**src/rtl/pfce_pkg.sv**
```systemverilog
`timescale 1ns/1ps
package pfce_pkg;

    localparam int NBANK  = 4;
    localparam int BANK_W = $clog2(NBANK);

    typedef enum logic [1:0] {
        ST_NORMAL  = 2'd0,
        ST_DRAIN   = 2'd1,
        ST_PROTECT = 2'd2,
        ST_RECOVER = 2'd3
    } pfce_state_e;

    typedef struct packed {
        pfce_state_e        st;
        logic               armed;
        logic [BANK_W-1:0]  bank;
    } pfce_ctl_t;

    function automatic int cnt_width(input int a, input int b);
        return $clog2(((a > b) ? a : b) + 1);
    endfunction

endpackage

```
**src/rtl/pfce_sync.sv**
```systemverilog
`timescale 1ns/1ps
module pfce_sync #(
    parameter int STAGES = 2
) (
    input  logic clk,
    input  logic rst,
    input  logic d_async,
    output logic q_sync
);
    logic [STAGES-1:0] chain_q;

    always_ff @(posedge clk) begin
        if (rst) chain_q <= '0;
        else     chain_q <= {chain_q[STAGES-2:0], d_async};
    end

    assign q_sync = chain_q[STAGES-1];
endmodule

```
**src/rtl/pfce_cyc_cnt.sv**
```systemverilog
`timescale 1ns/1ps
module pfce_cyc_cnt #(
    parameter int W = 8
) (
    input  logic         clk,
    input  logic         rst,
    input  logic         clr,
    input  logic         inc,
    output logic [W-1:0] cnt
);
    always_ff @(posedge clk) begin
        if (rst || clr) cnt <= '0;
        else if (inc)   cnt <= cnt + W'(1);
    end
endmodule

```
**src/rtl/pfce_ce_decode.sv**
```systemverilog
`timescale 1ns/1ps
module pfce_ce_decode
    import pfce_pkg::*;
(
    input  logic              pass_en,
    input  logic [BANK_W-1:0] bank,
    input  logic              host_ce_n,
    output logic [NBANK-1:0]  ce_n
);
    for (genvar i = 0; i < NBANK; i++) begin : g_bank
        assign ce_n[i] = !(pass_en && (bank == BANK_W'(i)) && !host_ce_n);
    end
endmodule

```
**src/rtl/pfce_gate_ctrl.sv**
```systemverilog
`timescale 1ns/1ps
module pfce_gate_ctrl
    import pfce_pkg::*;
#(
    parameter int TWPT = 64,
    parameter int TCER = 15_000_000
) (
    input  logic              clk,
    input  logic              rst,
    input  logic              pwr_fail_a,
    input  logic              host_ce_n,
    input  logic [BANK_W-1:0] bank_sel,
    output logic [NBANK-1:0]  ce_n_out
);
    localparam int CW = cnt_width(TWPT, TCER);
    localparam logic [CW-1:0] WPT_LAST = CW'(TWPT - 1);
    localparam logic [CW-1:0] CER_LAST = CW'(TCER - 1);

    pfce_ctl_t   ctl_q, ctl_d;
    pfce_state_e state_q;
    logic        pf_s;
    logic [CW-1:0] cnt;
    logic        cnt_clr, cnt_inc, pass_en;
    logic [BANK_W-1:0] out_bank;

    assign state_q = ctl_q.st;

    pfce_sync #(.STAGES(2)) u_sync (
        .clk(clk), .rst(rst), .d_async(pwr_fail_a), .q_sync(pf_s)
    );

    pfce_cyc_cnt #(.W(CW)) u_cnt (
        .clk(clk), .rst(rst), .clr(cnt_clr), .inc(cnt_inc), .cnt(cnt)
    );

    always_comb begin
        ctl_d = ctl_q;
        unique case (ctl_q.st)
            ST_NORMAL: begin
                if (pf_s) ctl_d.st = (ctl_q.armed && !host_ce_n) ? ST_DRAIN : ST_PROTECT;
            end
            ST_DRAIN: begin
                if (host_ce_n || cnt == WPT_LAST) ctl_d.st = ST_PROTECT;
            end
            ST_PROTECT: begin
                if (!pf_s) ctl_d.st = ST_RECOVER;
            end
            ST_RECOVER: begin
                if (pf_s)                 ctl_d.st = ST_PROTECT;
                else if (cnt == CER_LAST) ctl_d.st = ST_NORMAL;
            end
            default: ctl_d.st = ST_RECOVER;
        endcase
        ctl_d.armed = (ctl_q.st == ST_NORMAL) && (ctl_d.st == ST_NORMAL)
                      && (ctl_q.armed || host_ce_n);
        if (ctl_q.st == ST_NORMAL) ctl_d.bank = bank_sel;
    end

    assign cnt_clr = (ctl_d.st != ctl_q.st);
    assign cnt_inc = (ctl_q.st == ST_DRAIN) || (ctl_q.st == ST_RECOVER);

    always_ff @(posedge clk) begin
        if (rst) begin
            ctl_q.st    <= ST_RECOVER;
            ctl_q.armed <= 1'b0;
            ctl_q.bank  <= '0;
        end else begin
            ctl_q <= ctl_d;
        end
    end

    assign pass_en  = ((ctl_q.st == ST_NORMAL) && ctl_q.armed) || (ctl_q.st == ST_DRAIN);
    assign out_bank = (ctl_q.st == ST_DRAIN) ? ctl_q.bank : bank_sel;

    pfce_ce_decode u_dec (
        .pass_en(pass_en), .bank(out_bank), .host_ce_n(host_ce_n), .ce_n(ce_n_out)
    );
endmodule

```
**config.mk**
```make
export PLATFORM = sky130hd
export DESIGN_NAME = pfce_gate_ctrl
export DESIGN_NICKNAME = d
export VERILOG_FILES = /design/src/rtl/pfce_pkg.sv /design/src/rtl/pfce_sync.sv /design/src/rtl/pfce_cyc_cnt.sv /design/src/rtl/pfce_ce_decode.sv /design/src/rtl/pfce_gate_ctrl.sv
export SDC_FILE = /design/constraint.sdc
export NUM_CORES = 1
export LEC_CHECK = 0
export BUFFER_PORTS_ARGS = -buffer_cell sky130_fd_sc_hd__buf_2
export CAP_MARGIN = 20
export CELL_PAD_IN_SITES_DETAIL_PLACEMENT = 1
export CELL_PAD_IN_SITES_GLOBAL_PLACEMENT = 2
export CORE_MARGIN = 10
export CORE_UTILIZATION = 36
export CTS_CLUSTER_DIAMETER = 100
export DETAILED_ROUTE_END_ITERATION = 10
export PLACE_DENSITY = 0.86
export RECOVER_POWER = 100
export SETUP_SLACK_MARGIN = 0.4
export SLEW_MARGIN = 20
export SYNTH_ARGS = -nofsm -noshare
export SYNTH_HDL_FRONTEND = slang
export SYNTH_SLANG_ARGS = --single-unit
```
**constraint.sdc**
```tcl
create_clock -name clk -period 2.24 [get_ports clk]
set_input_delay 0 -clock clk [delete_from_list [all_inputs] [get_ports clk]]
set_output_delay 0 -clock clk [all_outputs]
set_load 0.05 [all_outputs]
```
After elaboration in Yosys (flattened, before gate mapping)
Index checks and enable logic that the tools add are counted.
{"block": "op_classes", "addsub": 1, "n_eq_ne": 9, "mux": 8, "reduce_logical": 25}
{"operator": "$add 24x1->24 const B", "count": 1}
{"operator": "$eq 24x24->1 const B", "count": 1}
{"operator": "$eq 24x6->1 const B", "count": 1}
{"operator": "$mux 2", "count": 7}
{"operator": "$logic_and 1x1->1", "count": 12}
{"operator": "$eq 2x2->1 const B", "count": 4}
{"operator": "$pmux 2 s4", "count": 1}
{"operator": "$logic_not 2->1", "count": 3}
{"operator": "$logic_not 1->1", "count": 5}
{"operator": "$logic_or 1x1->1", "count": 5}
{"operator": "$eq 2x1->1 const B", "count": 2}
{"operator": "$ne 2x2->1", "count": 1}
{"block": "word_totals", "reg_bits": 31, "in_bits": 6, "out_inout_bits": 4}

Depth between registers and ports, before layout
Gate-level depths: netlist of run 1.
{"block": "depth", "depth_word": 8, "ltp_mapped": 7}

Hierarchy
A second synthesis of run 1 with hierarchy kept.
{"block": "unflattened", "cells_unflattened": 184, "hier_area_um2": 1614.0}
{"mod": "pfce_cyc_cnt", "instances": 1, "cells_each": 125, "area_per_inst_um2": 1112.3, "seq_area_each_um2": 480.5}
{"mod": "pfce_gate_ctrl", "instances": 1, "cells_each": 51, "area_per_inst_um2": 407.9, "seq_area_each_um2": 100.1}
{"mod": "pfce_sync", "instances": 1, "cells_each": 4, "area_per_inst_um2": 52.6, "seq_area_each_um2": 40.0}
{"mod": "pfce_ce_decode", "instances": 1, "cells_each": 4, "area_per_inst_um2": 41.3, "seq_area_each_um2": 0.0}

Least setup slack after synthesis of run 1
OpenSTA, ideal clock, no wires.
{"block": "synth_path", "kind": "register to register", "from": "register u_cnt.cnt[0]", "to": "register u_cnt.cnt[0]", "arrival_time_ns": 1.807, "slack_ns": 0.319, "path_stages_with_launch": 8, "cell_sequence": "dfxtp_1 > ha_1 > or4b_1 > nor4_2 > a2111oi_1 > nor3_4 > buf_6 > nor2_1"}
{"block": "synth_between", "elab_chain_len": 6}
{"element": "start: declaration", "line_no": "pfce_cyc_cnt.sv:9", "rtl": "output logic [W-1:0] cnt"}
{"element": "start signal: assignment", "line_no": "pfce_cyc_cnt.sv:13", "rtl": "else if (inc) cnt <= cnt + W'(1);"}
{"element": "$eq 24x24->1 or $eq 24x6->1 (tied branches)", "line_no": "pfce_gate_ctrl.sv:50, pfce_gate_ctrl.sv:43"}
{"element": "$mux 2 or $logic_or 1x1->1 (tied branches)", "line_no": "pfce_gate_ctrl.sv:50, pfce_gate_ctrl.sv:43"}
{"element": "$mux 2, on equally long branches", "line_no": "pfce_gate_ctrl.sv:49, pfce_gate_ctrl.sv:43"}
{"element": "$pmux 2 s4", "line_no": "pfce_gate_ctrl.sv:38", "rtl": "unique case (ctl_q.st)"}
{"element": "$ne 2x2->1", "line_no": "pfce_gate_ctrl.sv:59", "rtl": "assign cnt_clr = (ctl_d.st != ctl_q.st);"}
{"element": "$logic_or 1x1->1", "line_no": "pfce_cyc_cnt.sv:12", "rtl": "if (rst || clr) cnt <= '0;"}
Several ways; a longest one is shown, not always the timed one.
A chain may end at the register's enable or synchronous reset.

Final worst setup path of run 1
{"block": "layout_path", "from": "register u_cnt.cnt[16]", "to": "register ctl_q (netlist bit state_q[0])"}
{"block": "layout_between", "elab_chain_len": 4}
{"element": "$eq 24x24->1 or $eq 24x6->1 (tied branches)", "line_no": "pfce_gate_ctrl.sv:50, pfce_gate_ctrl.sv:43"}
{"element": "$mux 2 or $logic_or 1x1->1 (tied branches)", "line_no": "pfce_gate_ctrl.sv:50, pfce_gate_ctrl.sv:43"}
{"element": "$mux 2, on equally long branches", "line_no": "pfce_gate_ctrl.sv:49, pfce_gate_ctrl.sv:43"}
{"element": "$pmux 2 s4 (*)", "line_no": "pfce_gate_ctrl.sv:38"}
{"element": "end signal: assignment", "line_no": "pfce_gate_ctrl.sv:68", "rtl": "ctl_q <= ctl_d;"}
{"element": "end: declaration", "line_no": "pfce_gate_ctrl.sv:19", "rtl": "pfce_ctl_t ctl_q, ctl_d;"}
Mark *: on every way between the ends. The rest lies on a longest branch, timed or not.

==> results of run 1 <==
==> layout by cell type (no fill, tap or decap), types with 5 or more instances in the layout <==
cell	n
nand3_1	9
dlygate4sd3_1	7
xor2_1	17
dfxtp_1	26
clkbuf_8	5
nor2_1	31
nand4_1	9
xnor2_1	6
buf_2	5
nand2_1	13
==> per-stage QoR <==
stage / instance area [µm²] / cells / hold WS [ps]
2_1_floorplan: 1550 / 176 / 102
5_1_grt: 1930 / 251 / 474
4_1_cts: 1890 / 249 / 464
6_report: 1930 / 251 / 457
3_5_place_dp: 1670 / 234 / 274
3_3_place_gp: 1670 / 234 / 207
==> path summary, 6_finish.rpt <==
check / to / slack [ps] / cells past startpoint
max: state_q[0]$_SDFF_PP1_ / 210 / 6
min: u_sync.chain_q[1]$_SDFF_PP0_ / 460 / 1
max reg2reg: state_q[0]$_SDFF_PP1_ / 210 / 6
min reg2reg: u_sync.chain_q[1]$_SDFF_PP0_ / 460 / 1
==> state kept, by name, indices dropped and copies added, names as in the netlist <==
signal / cells
u_sync.chain_q: 2
ctl_q: 3
u_cnt.cnt: 24
state_q: 2
==> cell usage after synthesis (3+ instances only) <==
cell / number / area, µm²
nand3_1: 9 / 45.0
nand4_1: 9 / 56.3
inv_1: 3 / 11.3
nor4_1: 3 / 18.8
dfxtp_1: 31 / 621
nor3_1: 4 / 20.0
and4_1: 3 / 26.3
o21ai_0: 4 / 20.0
xnor2_1: 6 / 52.6
nand2_1: 14 / 52.6
xor2_1: 17 / 149
a21oi_1: 5 / 25.0
nor2_1: 32 / 120
clkbuf_1: 3 / 11.3
and3_1: 4 / 25.0
==> final cells by class <==
cell class / instances / area, µm²
Fill cell: 499 / 2100
Multi-Input combinational cell: 136 / 910
Sequential cell: 31 / 629
Timing Repair Buffer: 23 / 178
Clock buffer: 5 / 68.8
Clock inverter: 3 / 67.6
Tap cell: 50 / 62.6
Inverter: 3 / 11.3
==> kinds of logic after synthesis <==
family                     share of synthesized area, %
AOI/OAI and AO/OA                                  6.85
xor gates and xnor gates                           13.3
buffers and inverters                              3.30
DFF                                                41.0
adders and majority gates                         0.826
muxes                                              2.06
and+or+nand+nor                                    32.7
==> power by group through the flow <==
stage          Sequential [µW]  Combinational (µW)  Clock, µW
2_1_floorplan              578                40.2          0
3_5_place_dp               581                55.4          0
3_3_place_gp               580                52.4          0
5_1_grt                    569                70.3        706
6_report                   568                62.6        668
4_1_cts                    568                63.1        684
==> worst register-to-register path: stages (launching register included) <==
cell and delay (ps):
dfxtp_1 360, or4_4 500, nor4_2 400, clkbuf_4 250, nand2_2 50, a31oi_1 220
o31ai_1 110
==> repair_timing <==
| action | 4_1_cts | 5_1_grt |
|---|---|---|
| setup buffers | 0 | 2 |
| pin swaps | 0 | 2 |
| endpoints found under the setup margin | 29 | 28 |
| hold buffers | 7 | 0 |
| endpoints found under the hold margin | 5 | 0 |
| resized for setup | 3 | 15 |
==> per-layer routing <==
layer | wire length, µm | GRT usage [%] | up-vias
li1 | - | - | 666
met1 | 1650 | 12.4 | 662
met2 | 1920 | 17.9 | 15
met3 | 158 | 3.63 | 5
met4 | 74 | 5.84 | 0
met5 | 0 | 0 | -
==> summary.md, run 1 <==
| Metric | Value |
|---|---|
| Status | `finished, final reports clean` |
| Comb pwr share | `4.8%` |
| P_sw | `266 µW` |
| Final worst path period need | `2030 ps` |
| Maximum fanout along the worst path | `5` |
| Share of layout cells above drive strength 1 | `22.4%` |
| Clock network power share | `51.4%` |
| Hpwl dp | `2.66 mm` |
| Post-route antenna net violation count | `0` |
| Mapped cell area | `1520 µm²` |
| Critical path class | `flop to flop` |
| Reg-to-Reg Start | `u_cnt.cnt[16]$_SDFFE_PP0P_` |
| Pwr Total | `1300 µW` |
| Root Buffer | `clkbuf_8` |
| Die W | `84.9 µm` |
| DRT Wirelength | `3.81 mm` |
| Min-delay worst type | `flop to flop` |
| Asr flop ratio synth | `0%` |
| # rows | `23` |
| Total track usage | `11.0%` |
| Slew @ Worst Pin | `549 ps` |
| CP Capture Type | `flop` |
| CTS buffer count | `5` |
| Clock transition at path regs | `70 ps` |
| Flop pwr share | `43.7%` |
| Syn. warnings | `0` |
| Pint | `1030 µW` |
| CP delay by family, top | `simple AND/OR/NAND/NOR gates` |
| I/O Buffers | `9` |
| Sink Count | `31` |
| Final setup violation count | `0` |
| Post-DR vias/cell | `5.37` |
| DIE HEIGHT | `84.9 µm` |
| Number of synthesized flops with an enable pin | `0` |
| Die ar. | `7200 µm²` |
| Sequential-to-total area share from yosys stat | `41.0%` |
| Syn_area_per_cell | `8.61 µm²` |
| Pwr dens | `674 nW/µm²` |
| Fmax achieved | `493 MHz` |
| GPL Wtd Cong | `0.762` |
| Post-synth cell types | `37` |
| Initial antenna violation count | `0` |
| Post-Syn Instances | `176` |
| Final Hold Viols | `0` |
| Sw Ratio | `20.5%` |
| GRT Residual Overflow | `0` |
| Vias in the first global route | `1346` |
| Worst-case clock buffer depth | `2` |
| CP cell instances | `or4_4 > nor4_2 > clkbuf_4 > nand2_2 > a31oi_1 > o31ai_1` |
| Final period util | `90.6%` |
| Slew Limit Fails | `0` |
| Relative slew slack | `63.0%` |
| Core Footprint | `4030 µm²` |
| WP buf/inv | `1` |
| Primary FF master, synth | `dfxtp_1` |
| H-tree levels | `2` |
| Peak VDD IR | `0.000401 V` |
| Setup crit start kind | `flop` |
| Initial DRC count | `65` |
| Leakage power | `0.000715 µW` |
| Hold path startpoint | `u_sync.chain_q[0]$_SDFF_PP0_` |
| Critical Path Source | `u_cnt.cnt[16]$_SDFFE_PP0P_` |
| Global-route wire length before repair | `6.50 mm` |
| RSZ-0062 raised after global routing | `true` |
| Effective utilization at floorplan | `37.6%` |
| Number of synthesized register bits | `31` |
| Crit path DAT | `2190 ps` |
| WL/cell | `15.2 µm` |
| Clk_skew | `9.39 ps` |
| Slowest stage delay, CP | `490 ps` |
| Setup ws final | `211 ps` |
| IO Pins | `10` |
| CTS tree | `yes` |
| Area growth syn-to-layout | `27.2%` |
| CP max stage cell | `or4_4` |
| Setup WS pre-CTS | `294 ps` |
| Synthesized net count | `183` |
| Largest net degree at the start of global routing | `25` |
| Fin nets | `207` |
| Residual DRC | `0` |
| # diodes | `0` |
| Final Core Density | `47.8%` |
| Final setup TNS | `0 ps` |
| Skew-Pair Late Insertion Delay | `290 ps` |
| DR vias | `1348` |
| Pre-antenna DRT Iters | `6` |
| Critical Path RT | `2400 ps` |
| Maxcap violations | `0` |
Power figures use the tool's default switching activity.
==> run 2, diff against run 1 <==
--- a/config.mk
+++ b/config.mk
@@ -5,15 +5,16 @@
 export SDC_FILE = /design/constraint.sdc
 export NUM_CORES = 1
 export LEC_CHECK = 0
+export ABC_AREA = 1
 export BUFFER_PORTS_ARGS = -buffer_cell sky130_fd_sc_hd__buf_2
 export CAP_MARGIN = 20
 export CELL_PAD_IN_SITES_DETAIL_PLACEMENT = 1
 export CELL_PAD_IN_SITES_GLOBAL_PLACEMENT = 2
 export CORE_MARGIN = 10
-export CORE_UTILIZATION = 36
+export CORE_UTILIZATION = 35
 export CTS_CLUSTER_DIAMETER = 100
 export DETAILED_ROUTE_END_ITERATION = 10
-export PLACE_DENSITY = 0.86
+export PLACE_DENSITY = 0.88
 export RECOVER_POWER = 100
 export SETUP_SLACK_MARGIN = 0.4
 export SLEW_MARGIN = 20
==> summary.md, run 2 <==
| Metric | Value |
|---|---|
| GRT Residual Overflow | `0 (unchanged)` |
| Critical Path RT | `2240 ps (was 2400 ps)` |
| Global-route wire length before repair | `9.65 mm (was 6.50 mm)` |
| Area leader, netlist | `dfxtp_1 (unchanged)` |
| Sw Ratio | `24.8% (was 20.5%)` |
| Syn_area_per_cell | `7.05 µm² (was 8.61 µm²)` |
| Clock network power share | `43.1% (was 51.4%)` |
| Mapped cell area | `2040 µm² (was 1520 µm²)` |
| GPL Wtd Cong | `0.807 (was 0.762)` |
| Commonest cells in the synthesized netlist | `nand2_1, nor2_1, dfxtp_1 (was nor2_1, dfxtp_1, xor2_1)` |
| Area growth syn-to-layout | `19.2% (was 27.2%)` |
| Synthesized net count | `296 (was 183)` |
| Final Hold Viols | `0 (unchanged)` |
| Min-delay worst type | `input pin to flop (was flop to flop)` |
| Hold path startpoint | `host_ce_n (was u_sync.chain_q[0]$_SDFF_PP0_)` |
| Depth of the most critical reg-to-reg path | `12 (was 6)` |
| RSZ-0062 raised after global routing | `true (unchanged)` |
| Flop pwr share | `48.6% (was 43.7%)` |
| Initial antenna violation count | `0 (unchanged)` |
| Effective utilization at floorplan | `36.5% (was 37.6%)` |
| Setup crit start kind | `flop (unchanged)` |
| Final setup violation count | `0 (unchanged)` |
| Root Buffer | `clkbuf_8 (unchanged)` |
| I/O Buffers | `9 (unchanged)` |
| Clock transition at path regs | `60 ps (was 70 ps)` |
| Commonest non-fill, non-tap cells in the layout | `nand2_1, nor2_1, inv_1 (was nor2_1, dfxtp_1, xor2_1)` |
| DR vias | `1990 (was 1348)` |
| Critical Path Source | `state_q[1]$_SDFF_PP1_ (was u_cnt.cnt[16]$_SDFFE_PP0P_)` |
| Post-Syn Instances | `289 (was 176)` |
| Primary FF master, synth | `dfxtp_1 (unchanged)` |
| Final period util | `83.5% (was 90.6%)` |
| Critical path class | `flop to output pin (was flop to flop)` |
| Slew @ Worst Pin | `607 ps (was 549 ps)` |
| # diodes | `0 (unchanged)` |
| CTS buffer count | `5 (unchanged)` |
| Post-route antenna net violation count | `0 (unchanged)` |
| Fmax achieved | `534 MHz (was 493 MHz)` |
| FF-to-FF End | `u_cnt.cnt[22]$_SDFFE_PP0P_ (was state_q[0]$_SDFF_PP1_)` |
| Hpwl dp | `4.00 mm (was 2.66 mm)` |
| Post-synth cell types | `26 (was 37)` |
| Skew-Pair Late Insertion Delay | `290 ps (about the same)` |
| Area contributors post-synth | `dfxtp_1, nand2_1, nor3_2 (was dfxtp_1, xor2_1, nor2_1)` |
| Relative slew slack | `59.7% (was 63.0%)` |
| Worst Hold Depth | `3 (was 1)` |
| Commonest non-fill, non-tap cell in the layout | `nand2_1 (was nor2_1)` |
| Syn. warnings | `0 (unchanged)` |
| Largest net degree at the start of global routing | `25 (unchanged)` |
| Synth top area share | `30.5% (was 41.0%)` |
| Pint | `879 µW (was 1030 µW)` |
| Die W | `96.3 µm (was 84.9 µm)` |
| Pre-antenna DRT Iters | `4 (was 6)` |
| Final setup TNS | `0 ps (unchanged)` |
| Sequential-to-total area share from yosys stat | `30.5% (was 41.0%)` |
| Vias in the first global route | `1947 (was 1346)` |
| Crit path DAT | `1870 ps (was 2190 ps)` |
| Fin nets | `322 (was 207)` |
| Asr flop ratio synth | `0% (unchanged)` |
| Register bank with the most flops | `u_cnt.cnt (unchanged)` |
| Number of synthesized register bits | `31 (unchanged)` |
| H-tree levels | `2 (unchanged)` |
| Maxcap violations | `0 (unchanged)` |
| Comb pwr share | `8.3% (was 4.8%)` |
| Initial DRC count | `77 (was 65)` |
| # rows | `27 (was 23)` |
| Maximum fanout along the worst path | `6 (was 5)` |
| Reg-to-reg slack, setup | `370 ps (was 210 ps)` |
| CTS tree | `yes (unchanged)` |
| Pwr dens | `481 nW/µm² (was 674 nW/µm²)` |
| Number of synthesized flops with an enable pin | `0 (unchanged)` |
| Final Core Density | `43.6% (was 47.8%)` |
| Most frequent cell after synthesis | `nand2_1 (was nor2_1)` |
| Residual DRC | `0 (unchanged)` |
| Die ar. | `9270 µm² (was 7200 µm²)` |
| Clk_skew | `6.69 ps (was 9.39 ps)` |
| Slew Limit Fails | `0 (unchanged)` |
| Final worst path period need | `1870 ps (was 2030 ps)` |
| Post-DR vias/cell | `5.13 (was 5.37)` |
| Status | `finished, final reports clean (unchanged)` |
| Hold path endpoint | `ctl_q[2]$_SDFF_PP0_ (was u_sync.chain_q[1]$_SDFF_PP0_)` |
| Max reg flops | `24 (unchanged)` |
| Leakage power | `0.000884 µW (was 0.000715 µW)` |
| Peak VDD IR | `0.000310 V (was 0.000401 V)` |
| Largest registers | `u_cnt.cnt (24), ctl_q (3) (unchanged)` |
| Reg-to-Reg Start | `u_cnt.cnt[0]$_SDFFE_PP0P_ (was u_cnt.cnt[16]$_SDFFE_PP0P_)` |
| Worst-case clock buffer depth | `2 (unchanged)` |
| WL/cell | `16.1 µm (was 15.2 µm)` |
| DRT Wirelength | `6.24 mm (was 3.81 mm)` |
| Sink Count | `31 (unchanged)` |
| Total track usage | `13.2% (was 11.0%)` |
| IO Pins | `10 (unchanged)` |
| DIE HEIGHT | `96.3 µm (was 84.9 µm)` |
| P_sw | `290 µW (was 266 µW)` |
| Share of layout cells above drive strength 1 | `25.3% (was 22.4%)` |
| Core Footprint | `5570 µm² (was 4030 µm²)` |
| CP Capture Type | `output pin (was flop)` |
run 2: kinds of logic after synthesis:
group,after synthesis,share of synthesized area [%]
AOI/OAI and AO/OA,12,2.95
adders and majority gates,1,0.614
buffers and inverters,39,9.21
DFF,31,30.5
and+or+nand+nor,188,49.0
muxes,1,0.491
xor gates and xnor gates,17,7.31
run 2: area by class of cell:
| cell class | count | area [µm²] |
|---|---|---|
| multi-input combinational | 223 | 1330 |
| sequential | 31 | 631 |
| inverter | 33 | 126 |
| fill | 734 | 3150 |
| clock buffer | 8 | 100 |
| tap | 72 | 90.1 |
| timing repair buffer | 21 | 154 |
run 2: how the worst max path moves through the flow:
stage	to	cells after the start
2_1_floorplan	u_cnt.cnt[0]$_SDFFE_PP0P_	11
3_3_place_gp	u_cnt.cnt[16]$_SDFFE_PP0P_	10
3_5_place_dp	u_cnt.cnt[10]$_SDFFE_PP0P_	10
4_1_cts	u_cnt.cnt[1]$_SDFFE_PP0P_	12
5_1_grt	u_cnt.cnt[6]$_SDFFE_PP0P_	12
6_report	ce_n_out[2]	6
run 2: timing repair:
item,CTS,global route
hold endpoints to repair,4,0
setup buffers,4,2
pin swaps,3,9
gates resized for setup,5,33
cloned,1,3
endpoints found under the setup margin,27,29
hold buffers,5,0
run 2: power groups by stage:
stage	logic [µW]	registers [µW]	clock network, µW
after global placement	64.3	577	0
after CTS	87.4	566	512
after floorplan	58.5	575	0
final	96.8	569	504
after detailed placement	64.9	577	0
after global routing	105	569	535
run 2: routing by layer:
layer	track usage (%)	part of all wire (%)
met5	0	0
met4	3.75	1.2
met3	2.80	4.6
met2	22.5	49
met1	16.2	45
run 2: through the flow:
step	total power [µW]	hold slack, ps	instance area [µm²]	std cells	setup slack, ps
after floorplan	633	71.2	2040	289	656
after global placement	641	216	2120	365	381
after CTS	1170	83.1	2340	383	400
final	1170	87.1	2430	388	368
after detailed placement	642	218	2120	365	291
after global routing	1210	118	2430	388	194
run 2: worst max-delay path, cell delays in order (launching register included):
cell      delay [ps]
dfxtp_1          510
nor2_4            90
or2_2            270
o21ai_1          100
nor2_1            70
nand2_1           70
clkbuf_1         470
==> run 3, diff against run 2 <==
--- a/config.mk
+++ b/config.mk
@@ -11,10 +11,10 @@
 export CELL_PAD_IN_SITES_DETAIL_PLACEMENT = 1
 export CELL_PAD_IN_SITES_GLOBAL_PLACEMENT = 2
 export CORE_MARGIN = 10
-export CORE_UTILIZATION = 35
+export CORE_UTILIZATION = 31
 export CTS_CLUSTER_DIAMETER = 100
 export DETAILED_ROUTE_END_ITERATION = 10
-export PLACE_DENSITY = 0.88
+export PLACE_DENSITY = 0.83
 export RECOVER_POWER = 100
 export SETUP_SLACK_MARGIN = 0.4
 export SLEW_MARGIN = 20
==> constraint.sdc (replaced) <==
create_clock -name clk -period 1.7 [get_ports clk]
set_input_delay 0 -clock clk [delete_from_list [all_inputs] [get_ports clk]]
set_output_delay 0 -clock clk [all_outputs]
set_load 0.05 [all_outputs]
==> summary.md, run 3 (synthesis gave the netlist of run 2 again) <==
| Metric | Value |
|---|---|
| Root Buffer | `clkbuf_8 (unchanged)` |
| Vias in the first global route | `2084 (was 1947)` |
| Final setup TNS | `0 ps (unchanged)` |
| Post-DR vias/cell | `4.86 (was 5.13)` |
| Clk_skew | `3.64 ps (was 6.69 ps)` |
| Relative slew slack | `78.3% (was 59.7%)` |
| Crit path DAT | `1820 ps (was 1870 ps)` |
| Reg-to-reg slack, setup | `50 ps (was 370 ps)` |
| Largest net degree at the start of global routing | `14 (was 25)` |
| Hpwl dp | `4.36 mm (was 4.00 mm)` |
| Critical Path RT | `1870 ps (was 2240 ps)` |
| Hold_ws | `180 ps (was 87.1 ps)` |
| Fillers | `790 (was 734)` |
| FF-to-FF End | `u_cnt.cnt[2]$_SDFFE_PP0P_ (was u_cnt.cnt[22]$_SDFFE_PP0P_)` |
| Effective utilization at floorplan | `32.1% (was 36.5%)` |
| Residual DRC | `0 (unchanged)` |
| Final setup violation count | `0 (unchanged)` |
| Global-route wire length before repair | `10.0 mm (was 9.65 mm)` |
| # diodes | `0 (unchanged)` |
| Initial DRC count | `60 (was 77)` |
| Critical path class | `flop to flop (was flop to output pin)` |
| Setup crit start kind | `flop (unchanged)` |
| Sink Count | `31 (unchanged)` |
| Final Hold Viols | `0 (unchanged)` |
| I/O Buffers | `9 (unchanged)` |
| IO Pins | `10 (unchanged)` |
| Cell Count Post-Placement | `383 (was 365)` |
| # rows | `29 (was 27)` |
| Pint | `1180 µW (was 879 µW)` |
| Commonest non-fill, non-tap cell in the layout | `nand2_1 (unchanged)` |
| Post-Layout Cell Count | `405 (was 388)` |
| Final Core Density | `43.8% (was 43.6%)` |
| Total track usage | `12.0% (was 13.2%)` |
| Largest registers | `u_cnt.cnt (24), ctl_q (3) (unchanged)` |
| Min-delay worst type | `input pin to flop (unchanged)` |
| Final period util | `97.0%` |
| Clock network power share | `42.0% (was 43.1%)` |
| Max reg flops | `24 (unchanged)` |
| Setup ws final | `51.6 ps (was 368 ps)` |
| Critical Path Source | `u_cnt.cnt[0]$_SDFFE_PP0P_ (was state_q[1]$_SDFF_PP1_)` |
| GRT Residual Overflow | `0 (unchanged)` |
| Sw Ratio | `24.8% (about the same)` |
| CP Capture Type | `flop (was output pin)` |
| DIE HEIGHT | `101 µm (was 96.3 µm)` |
| Fin nets | `334 (was 322)` |
| Leakage power | `0.00105 µW (was 0.000884 µW)` |
| Setup WS pre-CTS | `16.3 ps (was 291 ps)` |
| Reg-to-Reg Start | `u_cnt.cnt[0]$_SDFFE_PP0P_ (unchanged)` |
| WL/cell | `14.8 µm (was 16.1 µm)` |
| CTS tree | `yes (unchanged)` |
| GPL Wtd Cong | `0.772 (was 0.807)` |
| Pre-antenna DRT Iters | `4 (unchanged)` |
| Register bank with the most flops | `u_cnt.cnt (unchanged)` |
| Peak VDD IR | `0.000398 V (was 0.000310 V)` |
| Slew @ Worst Pin | `323 ps (was 607 ps)` |
| Skew-Pair Late Insertion Delay | `280 ps (was 290 ps)` |
| Commonest non-fill, non-tap cells in the layout | `nand2_1, nor2_1, inv_1 (unchanged)` |
| Crit path to | `u_cnt.cnt[2]$_SDFFE_PP0P_ (was ce_n_out[2])` |
| Maximum fanout along the worst path | `6 (unchanged)` |
| Maxcap violations | `0 (unchanged)` |
| Comb pwr share | `10.6% (was 8.3%)` |
| Slew Limit Fails | `0 (unchanged)` |
| Pwr dens | `564 nW/µm² (was 481 nW/µm²)` |
| Clock transition at path regs | `70 ps (was 60 ps)` |
| Flop pwr share | `47.4% (was 48.6%)` |
| DRT Wirelength | `5.98 mm (was 6.24 mm)` |
| Worst-case clock buffer depth | `2 (unchanged)` |
| RSZ-0062 raised after global routing | `true (unchanged)` |
| Depth of the most critical reg-to-reg path | `11 (was 12)` |
| Die ar. | `10200 µm² (was 9270 µm²)` |
| Core Footprint | `6350 µm² (was 5570 µm²)` |
| P_sw | `389 µW (was 290 µW)` |
| Fmax achieved | `607 MHz` |
| Final worst path period need | `1650 ps` |
| Status | `finished, final reports clean (unchanged)` |
| Die W | `101 µm (was 96.3 µm)` |
| DR vias | `1967 (was 1990)` |
| Post-route antenna net violation count | `0 (unchanged)` |
| H-tree levels | `2 (unchanged)` |
| Initial antenna violation count | `0 (unchanged)` |
| CTS buffer count | `5 (unchanged)` |
| Area growth syn-to-layout | `36.7% (was 19.2%)` |
| Share of layout cells above drive strength 1 | `41.8% (was 25.3%)` |
## run 3: changes by cell type in the layout (fill, tap and decap cells not counted), moves of 6 or more
cell	delta
nor2_2	+9
nor3_1	-12
dfxtp_2	+6
nor2_1	-12
buf_4	+12
dfxtp_1	-8
nor3_4	+7
## run 3: layout make-up
cell class | instances | area, µm² | share of cell area, %
multi-input cells | 219 | 1440 | 51.7
flip-flops and latches | 31 | 646 | 23.2
well taps | 77 | 96.3 | 3.46
repair buffers | 37 | 374 | 13.4
inverters | 33 | 129 | 4.63
clock buffers | 8 | 100 | 3.60
## run 3: power groups by stage
stage,Sequential (µW),Clock [µW],Combinational [µW]
detailed placement,764,0,118
finish,745,660,166
floorplan,762,0,84.2
global route,746,720,179
CTS,746,675,143
global placement,764,0,115
## run 3: per-layer routing
metal | part of all wire (%) | GRT usage, % | vias up
met3 | 1.9 | 2.74 | 8
li1 | - | - | 1003
met2 | 51 | 20.0 | 11
met1 | 45 | 14.9 | 945
met4 | 1.2 | 3.86 | 0
met5 | 0 | 0 | -
## run 3: repair_timing
item,in CTS,in global routing
hold endpoints to repair,4,0
hold buffers,5,0
endpoints found under the setup margin,31,31
setup buffers,7,1
cloned,0,1
gates resized for setup,36,42
pin swaps,6,12
## run 3: critical path: stages, from the launching register on
cell       delay, ps
dfxtp_4          370
ha_4             140
nand3_4          120
inv_2             90
nand2_2           50
nor2_2            90
nand2_2           70
nand2_2           90
nand4_1          140
nand2_4          170
clkbuf_16        180
nor3_4            30
## run 3: worst min-delay path by stage
stage               start                      endpoint  slack [ps]  cells past startpoint
2_1_floorplan         rst  u_sync.chain_q[0]$_SDFF_PP0_          70                      1
3_3_place_gp   pwr_fail_a  u_sync.chain_q[0]$_SDFF_PP0_         210                      3
3_5_place_dp   pwr_fail_a  u_sync.chain_q[0]$_SDFF_PP0_         220                      3
4_1_cts         host_ce_n           ctl_q[2]$_SDFF_PP0_          90                      3
5_1_grt         host_ce_n           ctl_q[2]$_SDFF_PP0_         250                      3
6_report        host_ce_n           ctl_q[2]$_SDFF_PP0_         180                      3
## run 3: stage by stage
stage	cell area, µm²	total power (µW)
2_1_floorplan	2090	846
3_3_place_gp	2320	879
3_5_place_dp	2320	882
4_1_cts	2610	1560
5_1_grt	2780	1640
6_report	2780	1570
